### src/rtl/booth8_mac.sv
module booth8_mac #(
  parameter int OPW  = 16,
  parameter int ACCW = 40
) (
  input  logic            clk,
  input  logic            rst_n,
  input  logic            in_valid,
  input  logic            acc_en,
  input  logic            clr,
  input  logic [OPW-1:0]  op_a,
  input  logic [OPW-1:0]  op_b,
  output logic [ACCW-1:0] acc_out,
  output logic            out_valid
);
  localparam int NDIG = OPW / 3 + 1;
  localparam int EXTW = 3 * NDIG + 1;
  localparam int NOPS = NDIG + 2;
  localparam int NQ   = 3 * NOPS - 4;

  logic [ACCW-1:0] mul1, mul2, mul3, mul4;
  logic [EXTW-1:0] bext;
  logic [ACCW-1:0] pp [NDIG];
  logic [ACCW-1:0] inj;
  logic [ACCW-1:0] q [NQ];
  logic [ACCW-1:0] total;

  assign mul1 = {{(ACCW-OPW){op_a[OPW-1]}}, op_a};
  assign mul2 = mul1 << 1;
  assign mul4 = mul1 << 2;
  assign mul3 = mul1 + mul2;
  assign bext = {{(EXTW-OPW-1){op_b[OPW-1]}}, op_b, 1'b0};

  always_comb begin
    inj = '0;
    for (int d = 0; d < NDIG; d++) begin
      logic [3:0]      win;
      logic [2:0]      t;
      logic [2:0]      mg;
      logic [ACCW-1:0] sel;
      win = bext[3*d +: 4];
      t   = {1'b0, win[2], 1'b0} + {2'b00, win[1]} + {2'b00, win[0]};
      mg  = win[3] ? 3'd4 - t : t;
      case (mg)
        3'd1:    sel = mul1;
        3'd2:    sel = mul2;
        3'd3:    sel = mul3;
        3'd4:    sel = mul4;
        default: sel = '0;
      endcase
      pp[d]    = (win[3] ? ~sel : sel) << (3 * d);
      inj[3*d] = win[3];
    end
  end

  always_comb begin
    for (int i = 0; i < NDIG; i++) q[i] = pp[i];
    q[NDIG]   = inj;
    q[NDIG+1] = (acc_en && !clr) ? acc_out : '0;
    for (int k = 0; k < NOPS - 2; k++) begin
      logic [ACCW-1:0] x, y, z;
      x = q[3*k];
      y = q[3*k+1];
      z = q[3*k+2];
      q[NOPS+2*k]   = x ^ y ^ z;
      q[NOPS+2*k+1] = ((x & y) | (x & z) | (y & z)) << 1;
    end
  end

  assign total = q[NQ-2] + q[NQ-1];

  always_ff @(posedge clk or negedge rst_n) begin
    if (!rst_n) begin
      acc_out   <= '0;
      out_valid <= 1'b0;
    end else begin
      out_valid <= in_valid;
      if (in_valid) acc_out <= total;
    end
  end
endmodule

### config.mk
export PLATFORM = sky130hd
export DESIGN_NAME = booth8_mac
export DESIGN_NICKNAME = d
export VERILOG_FILES = /design/src/rtl/booth8_mac.sv
export SDC_FILE = /design/constraint.sdc
export NUM_CORES = 1
export LEC_CHECK = 0
export BUFFER_PORTS_ARGS = -buffer_cell sky130_fd_sc_hd__buf_2
export CORE_UTILIZATION = 30
export CTS_CLUSTER_SIZE = 20
export DETAILED_ROUTE_END_ITERATION = 16
export HOLD_SLACK_MARGIN = 0.05
export PLACE_DENSITY = 0.45
export SYNTH_ARGS = -nofsm -noshare
export SYNTH_HDL_FRONTEND = slang
export SYNTH_SLANG_ARGS = --single-unit
### constraint.sdc
create_clock -name clk -period 11.7 [get_ports clk]
set_input_delay 0 -clock clk [delete_from_list [all_inputs] [get_ports clk]]
set_output_delay 0 -clock clk [all_outputs]
set_load 0.01 [all_outputs]
**Word-level counts from Yosys, hierarchy flattened**

Index checks and enable logic that the tools add are counted.

- Memory bits (read-only): 0
- Memories kept: 0
- Memory bits (writable): 0
- Register bits: 41
- Bits in latches: 0
- Logic and storage cells: 114

- Equality and inequality tests: 24
- Reduce and logical (&&, ||, !) cells: 2
- Multiply operators: 0
- Multiplexer cells: 19
- Bitwise operators: 48
- Divide/modulo/power cells: 0
- Add/sub/neg operators: 19
- $lt $le $gt $ge: 0
- Shift operators: 0

Operator list:

| cell | number |
|---|---|
| AND 39 bit | 16 |
| OR 39 bit | 12 |
| XOR 40 bit | 11 |
| one-hot mux 40 bit (4 select lines) | 1 |
| one-hot mux 37 bit (4 select lines) | 1 |
| one-hot mux 34 bit (4 select lines) | 1 |
| one-hot mux 31 bit (4 select lines) | 1 |
| one-hot mux 28 bit (4 select lines) | 1 |
| one-hot mux 25 bit (4 select lines) | 1 |
| 2-to-1 mux 40 bit | 2 |
| AND 16 x 39 -> 39 bit | 2 |
| adder 40 bit | 1 |
| inverter 40 bit | 1 |
| XOR 16 x 40 -> 40 bit | 1 |
| 2-to-1 mux 37 bit | 1 |
| inverter 37 bit | 1 |
| == test 3 x 2 -> 1 bit (second input constant) | 12 |
| 2-to-1 mux 34 bit | 1 |
| inverter 34 bit | 1 |
| 2-to-1 mux 31 bit | 1 |
| inverter 31 bit | 1 |
| 2-to-1 mux 28 bit | 1 |
| inverter 28 bit | 1 |
| 2-to-1 mux 25 bit | 1 |
| other kinds (10) | 39 |

**Depth between registers and ports, before layout**

- Word-level depth: 20
- Depth in mapped cells: 32

**Worst setup path before layout**

OpenSTA, ideal clock, no wires.

- Path kind: input-to-reg
- From: input port op_b[2]
- To: register acc_out[28]
- Cell stages on the path: 29
- Slack: 4.726 ns
- Arrival: 6.850 ns
- Buffers on the path: 4
- Setup time: 0.125 ns
- Cells stage by stage: ha_1 > clkbuf_1 > clkinv_1 > clkbuf_1 > ha_1 > nand2_1 > o21a_1 > o22ai_1 > and2_1 > clkbuf_1 > clkbuf_1 > a222oi_1 > xnor2_1 > fa_1 > fa_1 > inv_1 > fa_1 > inv_1 > fa_1 > inv_1 > ha_1 > a21o_1 > a2111oi_1 > o21ai_0 > a21boi_0 > o21a_1 > o21ai_0 > xor2_1 > mux2_2

- Longest elaborated chain between the ends: 19

Ends and longest elaborated chain:

| what | RTL line | text |
|---|---|---|
| start, declared | 11 | `input logic [OPW-1:0] op_b,` |
| adder 3 x 1 -> 3 bit | 41 | `t = {1'b0, win[2], 1'b0} + {2'b00, win[1]} + {2'b00, win[0]};` |
| subtractor 3 bit | 42 | `mg = win[3] ? 3'd4 - t : t;` |
| 2-to-1 mux 3 bit | 42 |  |
| == test 3 bit, or another cell as far along | 43 | `case (mg)` |
| one-hot mux 37 bit (4 select lines) | 43 |  |
| inverter 37 bit | 50 | `pp[d] = (win[3] ? ~sel : sel) << (3 * d);` |
| 2-to-1 mux 37 bit | 50 |  |
| XOR 40 bit or AND 39 bit (tied branches) | 64, 65 |  |
| XOR 40 bit or OR 39 bit (tied branches) | 64, 65 |  |
| AND 16 x 39 -> 39 bit or OR 39 bit (tied branches) | 65 | `q[NOPS+2*k+1] = ((x & y) \| (x & z) \| (y & z)) << 1;` |
| OR 39 bit or XOR 40 bit (tied branches) (2 in a row) | 65, 64 |  |
| AND 39 bit | 65 |  |
| OR 39 bit (2 in a row) | 65 |  |
| AND 39 bit | 65 |  |
| OR 39 bit (2 in a row) | 65 |  |
| adder 40 bit (*) | 69 | `assign total = q[NQ-2] + q[NQ-1];` |
| end signal, assigned | 77 | `if (in_valid) acc_out <= total;` |
| end, declared | 12 | `output logic [ACCW-1:0] acc_out,` |

Every way passes the cells marked *; elsewhere a longest branch is shown, timed or not.
A chain may end at the register's enable or synchronous reset.

**Final worst setup path**

- From: input port op_b[5]
- To: register acc_out[28]

- Longest elaborated chain between the ends: 19

Ends and longest elaborated chain:

| what | RTL line | text |
|---|---|---|
| adder 3 x 1 -> 3 bit | 41 |  |
| subtractor 3 bit | 42 |  |
| 2-to-1 mux 3 bit | 42 |  |
| == test 3 bit, or another cell as far along | 43 |  |
| one-hot mux 34 bit (4 select lines) | 43 |  |
| inverter 34 bit | 50 |  |
| 2-to-1 mux 34 bit | 50 |  |
| AND 39 bit | 65 |  |
| OR 39 bit (2 in a row) | 65 |  |
| XOR 40 bit (2 in a row) | 64 | `q[NOPS+2*k] = x ^ y ^ z;` |
| AND 39 bit | 65 |  |
| OR 39 bit (2 in a row) | 65 |  |
| AND 39 bit | 65 |  |
| OR 39 bit (2 in a row) | 65 |  |
| adder 40 bit (*) | 69 |  |

Marked as above.

==> metrics.txt <==
Core ar.=0.0408 mm2; vias in the first global route=11400; CTS clk-pin slew, worst paths=roughly 70 ps; max incr delay on CP=780 ps; final setup fails=0; filler cell count=4352; cts repair resizes=0; Final WS setup=3710 ps; Setup Fix Bufs, Post-CTS=0; WP data required=~12000 ps; antenna violations before repair=0; Mapped Cells=1480; largest net degree at the start of global routing=47; CP max FO=15; Syn Nets=1768; post-synthesis compound-gate area fraction=~24%; EDFF count, synth=0; clock buffer depth=2; Worst Setup Path Type=primary input to flop; largest family of logic cells by synthesized area=adder cells; CTS H-tree depth=2; antenna diode count=0; mux share of post-synthesis cell area=3.37%; clk root buf=clkbuf_16; Initial Utilization=30.4%; Vias=11000; worst-skew pair later-pin latency=~300 ps; Num CTS Buffers=5; Simple-Gate Fraction of Synth Area=11.5%; die width=205 um; Post-synth ARST share=100%; gp weighted congestion=0.906; CTS tree=yes; Overall Global Routing Usage=roughly 20%; Hold Crit Class=primary input to flop; DP Worst Slack=3360 ps; clk sinks=41; Final Hold Vio Count=0; yosys warns=0; synth unique cells=66; area delta synth->final=7.02%; CP bufs+invs=5; placed cell area=0.0131 mm2; FP Rows=74; Post-Route WL=41.1 mm; Highest Clock Rate=125 MHz; share of cells above drive strength 1=9.48%; status=finished, final reports clean; adder-cell share of the synthesized area=33.1%; Seq cells post-synth=41; Final Instance Area=0.0133 mm2; PortBufs=77; Post-DRT Antenna Nets=0; Max Cap Violations=0; wire per inst=20.6 um; Worst slew margin=18.0%; Largest delay share family, worst path=adder cells; final setup TNS=0 ps; Slew @ Worst Pin=between 1000 and 1500 ps; XOR/XNOR Fraction of Synth Area=roughly a tenth; Setup crit start kind=primary input; gr ovfl total=0; Initial DRT Pass Iterations=10; WP data arrival=8180 ps; most common cell after layout, fill and taps aside=inv_1; hpwl dp=about 32 mm; Chip Height=205 um; slowest cell on the critical path=o22ai_1; CTS Hold Bufs=1; Final min period=7990 ps; Slew Limit Fails=0; Die ar.=around 0.042 mm2; RSZ-0062 raised after global routing=no; Seq/Total Area, Yosys=8.28%; most frequent cells in the layout=189 x inv_1, 128 x fa_1, 124 x xnor2_1, 123 x ha_1, 103 x nand2_1; global-route wire length before repair=65.8 mm; clock skew=6.30 ps; mapped cell area=0.0124 mm2; via/cell ratio=5.52; syn_area_per_cell=8.37 um2; prevailing post-synth register cell=dfrtp_1; Starting DRT DRC Count=about 1300; Crit. End Element=flop; NumNets Final=around 1800; top-level I/O count=78; fin crit share=between 60% and 70%; # DRC=0
==> through the flow <==
stage / cells / utilization, % / hold WS, ps
after floorplan: 1480 / - / -296
after global placement: 1990 / 32.1 / 249
after detailed placement: 1990 / 32.1 / 258
after CTS: 1999 / 32.5 / 193
after global routing: 1999 / 32.5 / 303
final: 1999 / 32.5 / 197
==> cell families (layout without fill, tap and decap cells) <==
family / after synthesis / count (layout)
AO/OA/AOI/OAI: 405 / 405
XOR/XNOR: 147 / 147
adder cells (fa/ha/maj): 251 / 251
buffers and inverters: 301 / 288
flip-flops: 41 / 41
multiplexers: 38 / 38
AND/OR/NAND/NOR: 297 / 297
==> worst paths after layout <==
path,to,cells past startpoint,slack [ps],startpoint
setup / recovery,acc_out[28],26,3710,op_b[5]
hold / removal,acc_out[0],5,200,op_b[0]
setup reg to reg,acc_out[28],16,7000,acc_out[15]
hold reg to reg,acc_out[18],1,520,acc_out[18]
max in group asynchronous,acc_out[27],2,10610,rst_n
min in group asynchronous,acc_out[0],2,420,rst_n
==> layout make-up <==
class	count	area (um2)	share of cell area, %
timing repair buffer	88	470	3.55
tap	532	666	5.02
sequential	41	1030	7.74
multi-input combinational	1138	10200	77.2
clock inverter	3	17.5	0.132
inverter	192	721	5.43
clock buffer	5	125	0.943
==> sequential cells by signal (all words and copies together) (netlist names) <==
register,cells
out_valid,1
acc_out,40
==> worst min-delay path, stage by stage <==
cell and delay (ps):
buf_2 130, nand2_1 60, nor2_1 80, a21oi_1 130
nor2_1 60
==> cells in the mapped netlist, drive strengths merged, types with 11 or more instances <==
master	count	area (um2)
clkbuf	91	342
nor2b	11	68.8
a21o	33	255
ha	123	1540
nor2	53	201
xor2	23	201
a221oi	20	193
a22oi	21	158
dfrtp	41	1030
a21oi	82	410
inv	189	709
fa	128	2560
a222oi	61	611
o21ai	65	329
a22o	46	403
nor3	21	105
xnor2	124	1090
mux2	30	338
and2	46	289
buf	18	70.1
nand3	25	125
nand2	103	387
==> metal layers <==
| metal | GRT usage, % | wire length, um | share of wire [%] |
|---|---|---|---|
| met1 | 25.3 | 17000 | 41 |
| met4 | 5.58 | 1180 | 2.9 |
| met2 | 36.5 | 20900 | 51 |
| met3 | 2.11 | 2080 | 5.1 |
| met5 | 0 | 0 | 0 |
Power is left out: the tool's default activity adds up to more than one toggle a clock period on the data nets, which glitch-free logic cannot reach.
